===== config.mk =====
export PLATFORM = sky130hd
export DESIGN_NAME = serial_rx_engine
export DESIGN_NICKNAME = d
export VERILOG_FILES = /design/src/rtl/srx_pkg.sv /design/src/rtl/srx_sync.sv /design/src/rtl/srx_sampler.sv /design/src/rtl/srx_fifo.sv /design/src/rtl/serial_rx_engine.sv
export SDC_FILE = /design/constraint.sdc
export NUM_CORES = 1
export LEC_CHECK = 0
export ABC_AREA = 1
export CAP_MARGIN = 20
export CELL_PAD_IN_SITES_DETAIL_PLACEMENT = 0
export CELL_PAD_IN_SITES_GLOBAL_PLACEMENT = 1
export CORE_MARGIN = 2
export CORE_UTILIZATION = 50
export DETAILED_ROUTE_END_ITERATION = 6
export PLACE_DENSITY = 0.77
export SYNTH_ARGS = -nofsm -noshare
export SYNTH_HDL_FRONTEND = slang
export SYNTH_SLANG_ARGS = --single-unit

===== constraint.sdc =====
create_clock -name clk -period 2.7 [get_ports clk]
set_input_delay 0.405 -clock clk [delete_from_list [all_inputs] [get_ports clk]]
set_output_delay 0.405 -clock clk [all_outputs]
set_load 0.01 [all_outputs]

===== src/rtl/srx_pkg.sv =====
package srx_pkg;

    localparam int DATA_W  = 8;
    localparam int LEN_W   = 2;
    localparam int MIN_LEN = DATA_W - (1 << LEN_W) + 1;

    typedef enum logic [2:0] {
        PH_IDLE,
        PH_START,
        PH_DATA,
        PH_PARITY,
        PH_STOP,
        PH_HOLD
    } rx_phase_e;

    typedef struct packed {
        logic              brk;
        logic              ferr;
        logic              perr;
        logic [DATA_W-1:0] data;
    } rx_word_t;

endpackage


===== src/rtl/srx_sync.sv =====
module srx_sync #(
    parameter int STAGES = 2
) (
    input  logic clk,
    input  logic rst_n,
    input  logic din,
    output logic dout
);

    logic [STAGES-1:0] chain_d, chain_q;

    generate
        if (STAGES == 1) begin : g_single
            always_comb chain_d = din;
        end else begin : g_multi
            always_comb chain_d = {chain_q[STAGES-2:0], din};
        end
    endgenerate

    always_ff @(posedge clk or negedge rst_n) begin
        if (!rst_n) chain_q <= '1;
        else        chain_q <= chain_d;
    end

    assign dout = chain_q[STAGES-1];

endmodule


===== src/rtl/srx_sampler.sv =====
module srx_sampler
    import srx_pkg::*;
#(
    parameter int OSR = 16
) (
    input  logic             clk,
    input  logic             rst_n,
    input  logic             tick,
    input  logic             rx,
    input  logic [LEN_W-1:0] cfg_len,
    input  logic             par_en,
    input  logic             par_odd,
    output logic             push,
    output rx_word_t         word
);

    localparam int CNT_W = $clog2(OSR);
    localparam int IDX_W = $clog2(DATA_W);
    localparam logic [CNT_W-1:0] MID_LAST = CNT_W'(OSR / 2 - 1);
    localparam logic [CNT_W-1:0] BIT_LAST = CNT_W'(OSR - 1);

    typedef struct packed {
        rx_phase_e         phase;
        logic [CNT_W-1:0]  cnt;
        logic [IDX_W-1:0]  idx;
        logic [DATA_W-1:0] shreg;
        logic              par;
        logic              zero;
    } smp_state_t;

    smp_state_t s_d, s_q;
    logic [IDX_W-1:0] len_last;
    logic [IDX_W-1:0] shamt;
    logic             is_brk;

    assign len_last = IDX_W'(MIN_LEN - 1) + IDX_W'(cfg_len);
    assign shamt    = IDX_W'((1 << LEN_W) - 1) - IDX_W'(cfg_len);
    assign is_brk   = s_q.zero & ~rx;

    always_comb begin
        s_d  = s_q;
        push = 1'b0;
        word = '0;
        if (tick) begin
            case (s_q.phase)
                PH_IDLE: begin
                    if (!rx) begin
                        s_d.phase = PH_START;
                        s_d.cnt   = '0;
                    end
                end
                PH_START: begin
                    if (s_q.cnt == MID_LAST) begin
                        s_d.cnt = '0;
                        if (rx) begin
                            s_d.phase = PH_IDLE;
                        end else begin
                            s_d.phase = PH_DATA;
                            s_d.idx   = '0;
                            s_d.shreg = '0;
                            s_d.par   = 1'b0;
                            s_d.zero  = 1'b1;
                        end
                    end else begin
                        s_d.cnt = s_q.cnt + 1'b1;
                    end
                end
                PH_DATA: begin
                    if (s_q.cnt == BIT_LAST) begin
                        s_d.cnt   = '0;
                        s_d.shreg = {rx, s_q.shreg[DATA_W-1:1]};
                        s_d.par   = s_q.par ^ rx;
                        s_d.zero  = s_q.zero & ~rx;
                        if (s_q.idx == len_last) begin
                            s_d.phase = par_en ? PH_PARITY : PH_STOP;
                        end else begin
                            s_d.idx = s_q.idx + 1'b1;
                        end
                    end else begin
                        s_d.cnt = s_q.cnt + 1'b1;
                    end
                end
                PH_PARITY: begin
                    if (s_q.cnt == BIT_LAST) begin
                        s_d.cnt   = '0;
                        s_d.par   = s_q.par ^ rx;
                        s_d.zero  = s_q.zero & ~rx;
                        s_d.phase = PH_STOP;
                    end else begin
                        s_d.cnt = s_q.cnt + 1'b1;
                    end
                end
                PH_STOP: begin
                    if (s_q.cnt == BIT_LAST) begin
                        s_d.cnt   = '0;
                        push      = 1'b1;
                        word.brk  = is_brk;
                        word.ferr = ~rx & ~is_brk;
                        word.perr = par_en & ~is_brk & (par_odd ? ~s_q.par : s_q.par);
                        word.data = is_brk ? '0 : (s_q.shreg >> shamt);
                        s_d.phase = is_brk ? PH_HOLD : PH_IDLE;
                    end else begin
                        s_d.cnt = s_q.cnt + 1'b1;
                    end
                end
                PH_HOLD: begin
                    if (rx) s_d.phase = PH_IDLE;
                end
                default: s_d.phase = PH_IDLE;
            endcase
        end
    end

    always_ff @(posedge clk or negedge rst_n) begin
        if (!rst_n) begin
            s_q       <= '0;
            s_q.phase <= PH_IDLE;
        end else begin
            s_q <= s_d;
        end
    end

endmodule


===== src/rtl/srx_fifo.sv =====
module srx_fifo
    import srx_pkg::*;
#(
    parameter int DEPTH = 16
) (
    input  logic                       clk,
    input  logic                       rst_n,
    input  logic                       flush,
    input  logic                       push,
    input  rx_word_t                   wdata,
    input  logic                       pop,
    input  logic [$clog2(DEPTH+1)-1:0] limit,
    output rx_word_t                   head,
    output logic [$clog2(DEPTH+1)-1:0] level,
    output logic                       overflow
);

    localparam int LVL_W = $clog2(DEPTH + 1);
    localparam int PTR_W = $clog2(DEPTH);
    localparam logic [PTR_W-1:0] PTR_LAST = PTR_W'(DEPTH - 1);

    typedef struct packed {
        logic [PTR_W-1:0] wp;
        logic [PTR_W-1:0] rp;
        logic [LVL_W-1:0] cnt;
    } fifo_state_t;

    fifo_state_t f_d, f_q;
    rx_word_t    mem_q [DEPTH];
    logic        push_ok, pop_ok, at_limit;

    assign at_limit = (f_q.cnt >= limit);
    assign push_ok  = push & ~at_limit & ~flush;
    assign pop_ok   = pop & (f_q.cnt != '0) & ~flush;
    assign overflow = push & at_limit & ~flush;

    always_comb begin
        f_d = f_q;
        if (flush) begin
            f_d = '0;
        end else begin
            if (push_ok) f_d.wp = (f_q.wp == PTR_LAST) ? '0 : f_q.wp + 1'b1;
            if (pop_ok)  f_d.rp = (f_q.rp == PTR_LAST) ? '0 : f_q.rp + 1'b1;
            case ({push_ok, pop_ok})
                2'b10:   f_d.cnt = f_q.cnt + 1'b1;
                2'b01:   f_d.cnt = f_q.cnt - 1'b1;
                default: f_d.cnt = f_q.cnt;
            endcase
        end
    end

    always_ff @(posedge clk or negedge rst_n) begin
        if (!rst_n) f_q <= '0;
        else        f_q <= f_d;
    end

    always_ff @(posedge clk) begin
        if (push_ok) mem_q[f_q.wp] <= wdata;
    end

    assign head  = (f_q.cnt == '0) ? '0 : mem_q[f_q.rp];
    assign level = f_q.cnt;

endmodule


===== src/rtl/serial_rx_engine.sv =====
module serial_rx_engine
    import srx_pkg::*;
#(
    parameter int DEPTH       = 16,
    parameter int OSR         = 16,
    parameter int SYNC_STAGES = 2
) (
    input  logic                       clk,
    input  logic                       rst_n,
    input  logic                       tick16_i,
    input  logic                       rx_serial_i,
    input  logic [1:0]                 cfg_len_i,
    input  logic                       cfg_par_en_i,
    input  logic                       cfg_par_odd_i,
    input  logic                       fifo_en_i,
    input  logic                       rd_en_i,
    input  logic                       ovr_clr_i,
    output logic                       rx_ready_o,
    output logic [7:0]                 rx_data_o,
    output logic                       rx_perr_o,
    output logic                       rx_ferr_o,
    output logic                       rx_brk_o,
    output logic                       rx_ovr_o,
    output logic [$clog2(DEPTH+1)-1:0] rx_level_o
);

    localparam int LVL_W = $clog2(DEPTH + 1);

    typedef struct packed {
        logic ovr;
        logic mode;
    } top_state_t;

    top_state_t t_d, t_q;
    logic       rx_sync;
    logic       push;
    rx_word_t   word, head;
    logic       flush, overflow;
    logic [LVL_W-1:0] limit, level;

    srx_sync #(.STAGES(SYNC_STAGES)) u_sync (
        .clk   (clk),
        .rst_n (rst_n),
        .din   (rx_serial_i),
        .dout  (rx_sync)
    );

    srx_sampler #(.OSR(OSR)) u_sampler (
        .clk     (clk),
        .rst_n   (rst_n),
        .tick    (tick16_i),
        .rx      (rx_sync),
        .cfg_len (cfg_len_i),
        .par_en  (cfg_par_en_i),
        .par_odd (cfg_par_odd_i),
        .push    (push),
        .word    (word)
    );

    assign flush = (fifo_en_i != t_q.mode);
    assign limit = fifo_en_i ? LVL_W'(DEPTH) : LVL_W'(1);

    srx_fifo #(.DEPTH(DEPTH)) u_fifo (
        .clk      (clk),
        .rst_n    (rst_n),
        .flush    (flush),
        .push     (push),
        .wdata    (word),
        .pop      (rd_en_i),
        .limit    (limit),
        .head     (head),
        .level    (level),
        .overflow (overflow)
    );

    always_comb begin
        t_d      = t_q;
        t_d.mode = fifo_en_i;
        t_d.ovr  = ovr_clr_i ? overflow : (t_q.ovr | overflow);
    end

    always_ff @(posedge clk or negedge rst_n) begin
        if (!rst_n) begin
            t_q.ovr  <= 1'b0;
            t_q.mode <= 1'b1;
        end else begin
            t_q <= t_d;
        end
    end

    assign rx_ready_o = (level != '0);
    assign rx_data_o  = head.data;
    assign rx_perr_o  = head.perr;
    assign rx_ferr_o  = head.ferr;
    assign rx_brk_o   = head.brk;
    assign rx_ovr_o   = t_q.ovr;
    assign rx_level_o = level;

endmodule


==> flow_summary_export.csv <==
group,metric,value,unit
cells_and_area,nNetsFinal,856,
logic_synthesis,yosysWarnings,0,
critical_path,max_stage_delay,0.49,ns
grt,top_usage_layer,"met2",
sta,rsz0062_at_grt,"true",
sta,post-route-min-period,2.698,ns
logic_synthesis,synth_simple_gate_area_share,12.90,%
cts,cts_root_buf,"clkbuf_16",
critical_path,cp.arrival,2.29,ns
logic_synthesis,synthCells,761,
critical_path,cp_slowest_cell,"dfrtp_2",
pwr,peakVddDrop,693.3,µV
cells_and_area,area_growth,20.07,%
critical_path,timing.rr.end,"u_fifo.mem_q[13][1]",
cells_and_area,fill_cells,1450,
grt,grt_use_met2,39.91,%
drt,drc,0,
sta,maxSlewViolCount,0,
sta,hold_slack,0.03480,ns
cts,cts_sinks,213,
floorplanning,initial_core_util,51.05,%
floorplanning,die_w,139.7,µm
cells_and_area,final_common_cell,"edfxtp_1",
floorplanning,die_h,139.7,µm
drt,finalWirelength,23490,µm
critical_path,crit_path_cell_trace,"nand2_4, buf_12, o221ai_1, o221ai_2, nand2_1, a31oi_1, clkdlybuf4s15_2",
placed_design,gp_congestion,0.8539,
critical_path,reg2reg_from,"u_sampler.s_q[13]",
critical_path,critPathKind,"reg2out",
logic_synthesis,synth_nets,782,
cts,numCtsBuffers,23,
critical_path,critPathBufInv,2,
placed_design,io_buffers,28,
cells_and_area,layout_common_cells,"176 x edfxtp_1, 158 x nand2_1, 45 x buf_4, 41 x inv_1",
grt,grt_pass1_wl,36840,µm
critical_path,crit_required,2.30,ns
critical_path,reg2reg_depth,10,
cells_and_area,drive_gt1_share,22.91,%
logic_synthesis,synth_top_area_share,57.44,%
sta,finalCritPeriodShare,99.93,%
drt,vias,6428,
grt,first_global_vias,6383,
grt,grt_max_degree,38,
cts,clockBufferDepth,3,
pwr,p_leak,4.203,nW
drt,avgViaCountPerCell,5.952,
worst_hold_path,hp-class,"in2async",
floorplanning,ios,29,
floorplanning,core_area,18020,µm²
logic_synthesis,yosys-top-cells-area,"edfxtp_1 57%, dfrtp_1 9.2%, nand2_1 6.5%",
logic_synthesis,synth_xor_area_share,0.8431,%
sta,skew,0.008884,ns
logic_synthesis,yosysTopAreaCell,"edfxtp_1",
logic_synthesis,syn_area_per_cell,12.09,µm²
floorplanning,row_count,49,
logic_synthesis,synth_compound_area_share,13.27,%
grt,grtUsageTotal,24.42,%
sta,hold_viol,0,
run_status,status,"completed",
grt,grt_overflow,0,
cts,path_clk_slew,0.06,ns
logic_synthesis,synth-seq-cells,213,
sta,finalSetupViolations,0,
cts,worstSkewPairLatency,0.50,ns
grt,use_met3,4.164,%
sta,max_slew_margin,40.10,%
cts,htree_levels,1,
cells_and_area,n_antenna_cell,0,
critical_path,rrSetupSlack,0.31,ns
drt,first_pass_iters,5,
logic_synthesis,yosysSeqAreaShare,67.54,%
logic_synthesis,synth_area,9201,µm²
cells_and_area,utilization,61.29,%
run,max_cap_viol_count,0,
critical_path,worstSetupStartpointType,"flip-flop",
grt,grtUsageMet1,34.48,%
floorplanning,dieArea,19500,µm²
critical_path,path_delay_family,"compound AO/OA/AOI/OAI gates",
placed_design,place_hpwl,14610,µm
cts,cts-hold-fix-buffers,0,
logic_synthesis,synth.distinct_cells,45,
critical_path,worstSetupEndpointType,"primary output",
grt,antenna_found_initial,0,
sta,tightest_slew,0.8986,ns
drt,drt-initial-drc-count,630,
logic_synthesis,muxShareOfSynthArea,0.2176,%
sta,max_freq,370.6,MHz
logic_synthesis,synth_top_family_by_area,"compound AO/OA/AOI/OAI gates",
critical_path,crit_fanout,19,
logic_synthesis,yosys.area_share.adder,1.360,%
pwr,p_per_area,874.6,nW/µm²
drt,wl_per_cell,21.75,µm
drt,ant_nets,0,
cts,cts_tree,"built",
## power breakdown
group | switching, mW | total, mW | internal [mW] | leakage [nW]
Clock | 1.19 | 2.75 | 1.56 | 0.320
Combinational | 1.87 | 3.10 | 1.23 | 1.81
Sequential | 0.166 | 3.81 | 3.65 | 2.08
Total | 3.23 | 9.66 | 6.43 | 4.20
## synth_stat cells (all sizes together)
| master | n |
|---|---|
| o22ai | 6 |
| inv | 50 |
| xor2 | 7 |
| ha | 10 |
| o31ai | 5 |
| o221ai | 53 |
| o21ai | 39 |
| a31o | 20 |
| clkbuf | 25 |
| a21oi | 34 |
| nand4 | 2 |
| dfrtp | 34 |
| mux2i | 2 |
| nand3b | 3 |
| nor2 | 49 |
| buf | 13 |
| a211oi | 4 |
| nand3 | 28 |
| o32ai | 1 |
| a22oi | 1 |
| dfstp | 3 |
| a31oi | 11 |
| nor3 | 10 |
| or2 | 3 |
| edfxtp | 176 |
| xnor2 | 1 |
| nand2 | 171 |
## through the flow
stage	instances	setup slack [ns]	power (mW)	TNS [ns]	area (µm²)
floorplan	761	0.3276	5.537	0	9201
global placement	1031	-0.1302	6.573	-10.71	10070
detailed placement	1031	-0.1507	6.622	-12.17	10070
CTS	1079	-0.04975	9.649	-0.1671	11010
global route	1080	-0.07503	10.13	-0.2606	11050
finish	1080	0.001760	9.662	0	11050
## kinds of logic (layout without fill, tap and decap cells)
family | count (synthesis) | in the layout
AOI/OAI and AO/OA | 174 | 174
xor gates and xnor gates | 8 | 8
buffers and inverters | 88 | 178
adders and majority gates | 10 | 10
DFF | 213 | 213
and+or+nand+nor | 266 | 266
muxes | 2 | 2
## metal layers
layer / up-vias / share of wire (%)
met1: 3162 / 42
met2: 274 / 48
met4: 0 / 2.1
met3: 35 / 7.5
li1: 2957 / -
met5: - / 0
## worst max-delay path by stage
stage	slack (ns)	end	from	depth (start not counted)
global placement	-0.13	u_fifo.mem_q[13][0]	fifo_en_i	13
floorplan	0.33	u_fifo.mem_q[15][0]	u_fifo.level[0]	9
detailed placement	-0.15	u_fifo.mem_q[13][8]	fifo_en_i	13
CTS	-0.05	rx_data_o[6]	u_fifo.f_q[5]	9
finish	0.002	rx_perr_o	u_fifo.f_q[6]	7
global route	-0.08	rx_data_o[2]	u_fifo.f_q[5]	10
## timing repair
action,CTS,global route
buffers inserted,2,0
resized for setup,59,19
setup endpoints to repair,11,12
pin swaps,7,3
cloned,5,1
## state kept, by name (all words and copies together) (netlist names)
register	count
rx_ovr_o	1
t_q	1
u_fifo.f_q	8
u_fifo.level	5
u_fifo.mem_q	176
u_sampler.s_q	20
u_sync.chain_q	2
## area by class of cell
class / instances / area [µm²] / share of cell area, %
clock buffer: 29 / 598.1 / 5.413
clock inverter: 12 / 55.05 / 0.4983
inverter: 50 / 195.2 / 1.767
multi-input combinational: 460 / 2788 / 25.23
sequential: 213 / 6218 / 56.29
tap: 229 / 286.5 / 2.593
timing repair buffer: 87 / 907.1 / 8.211
Power figures use the tool's default switching activity.
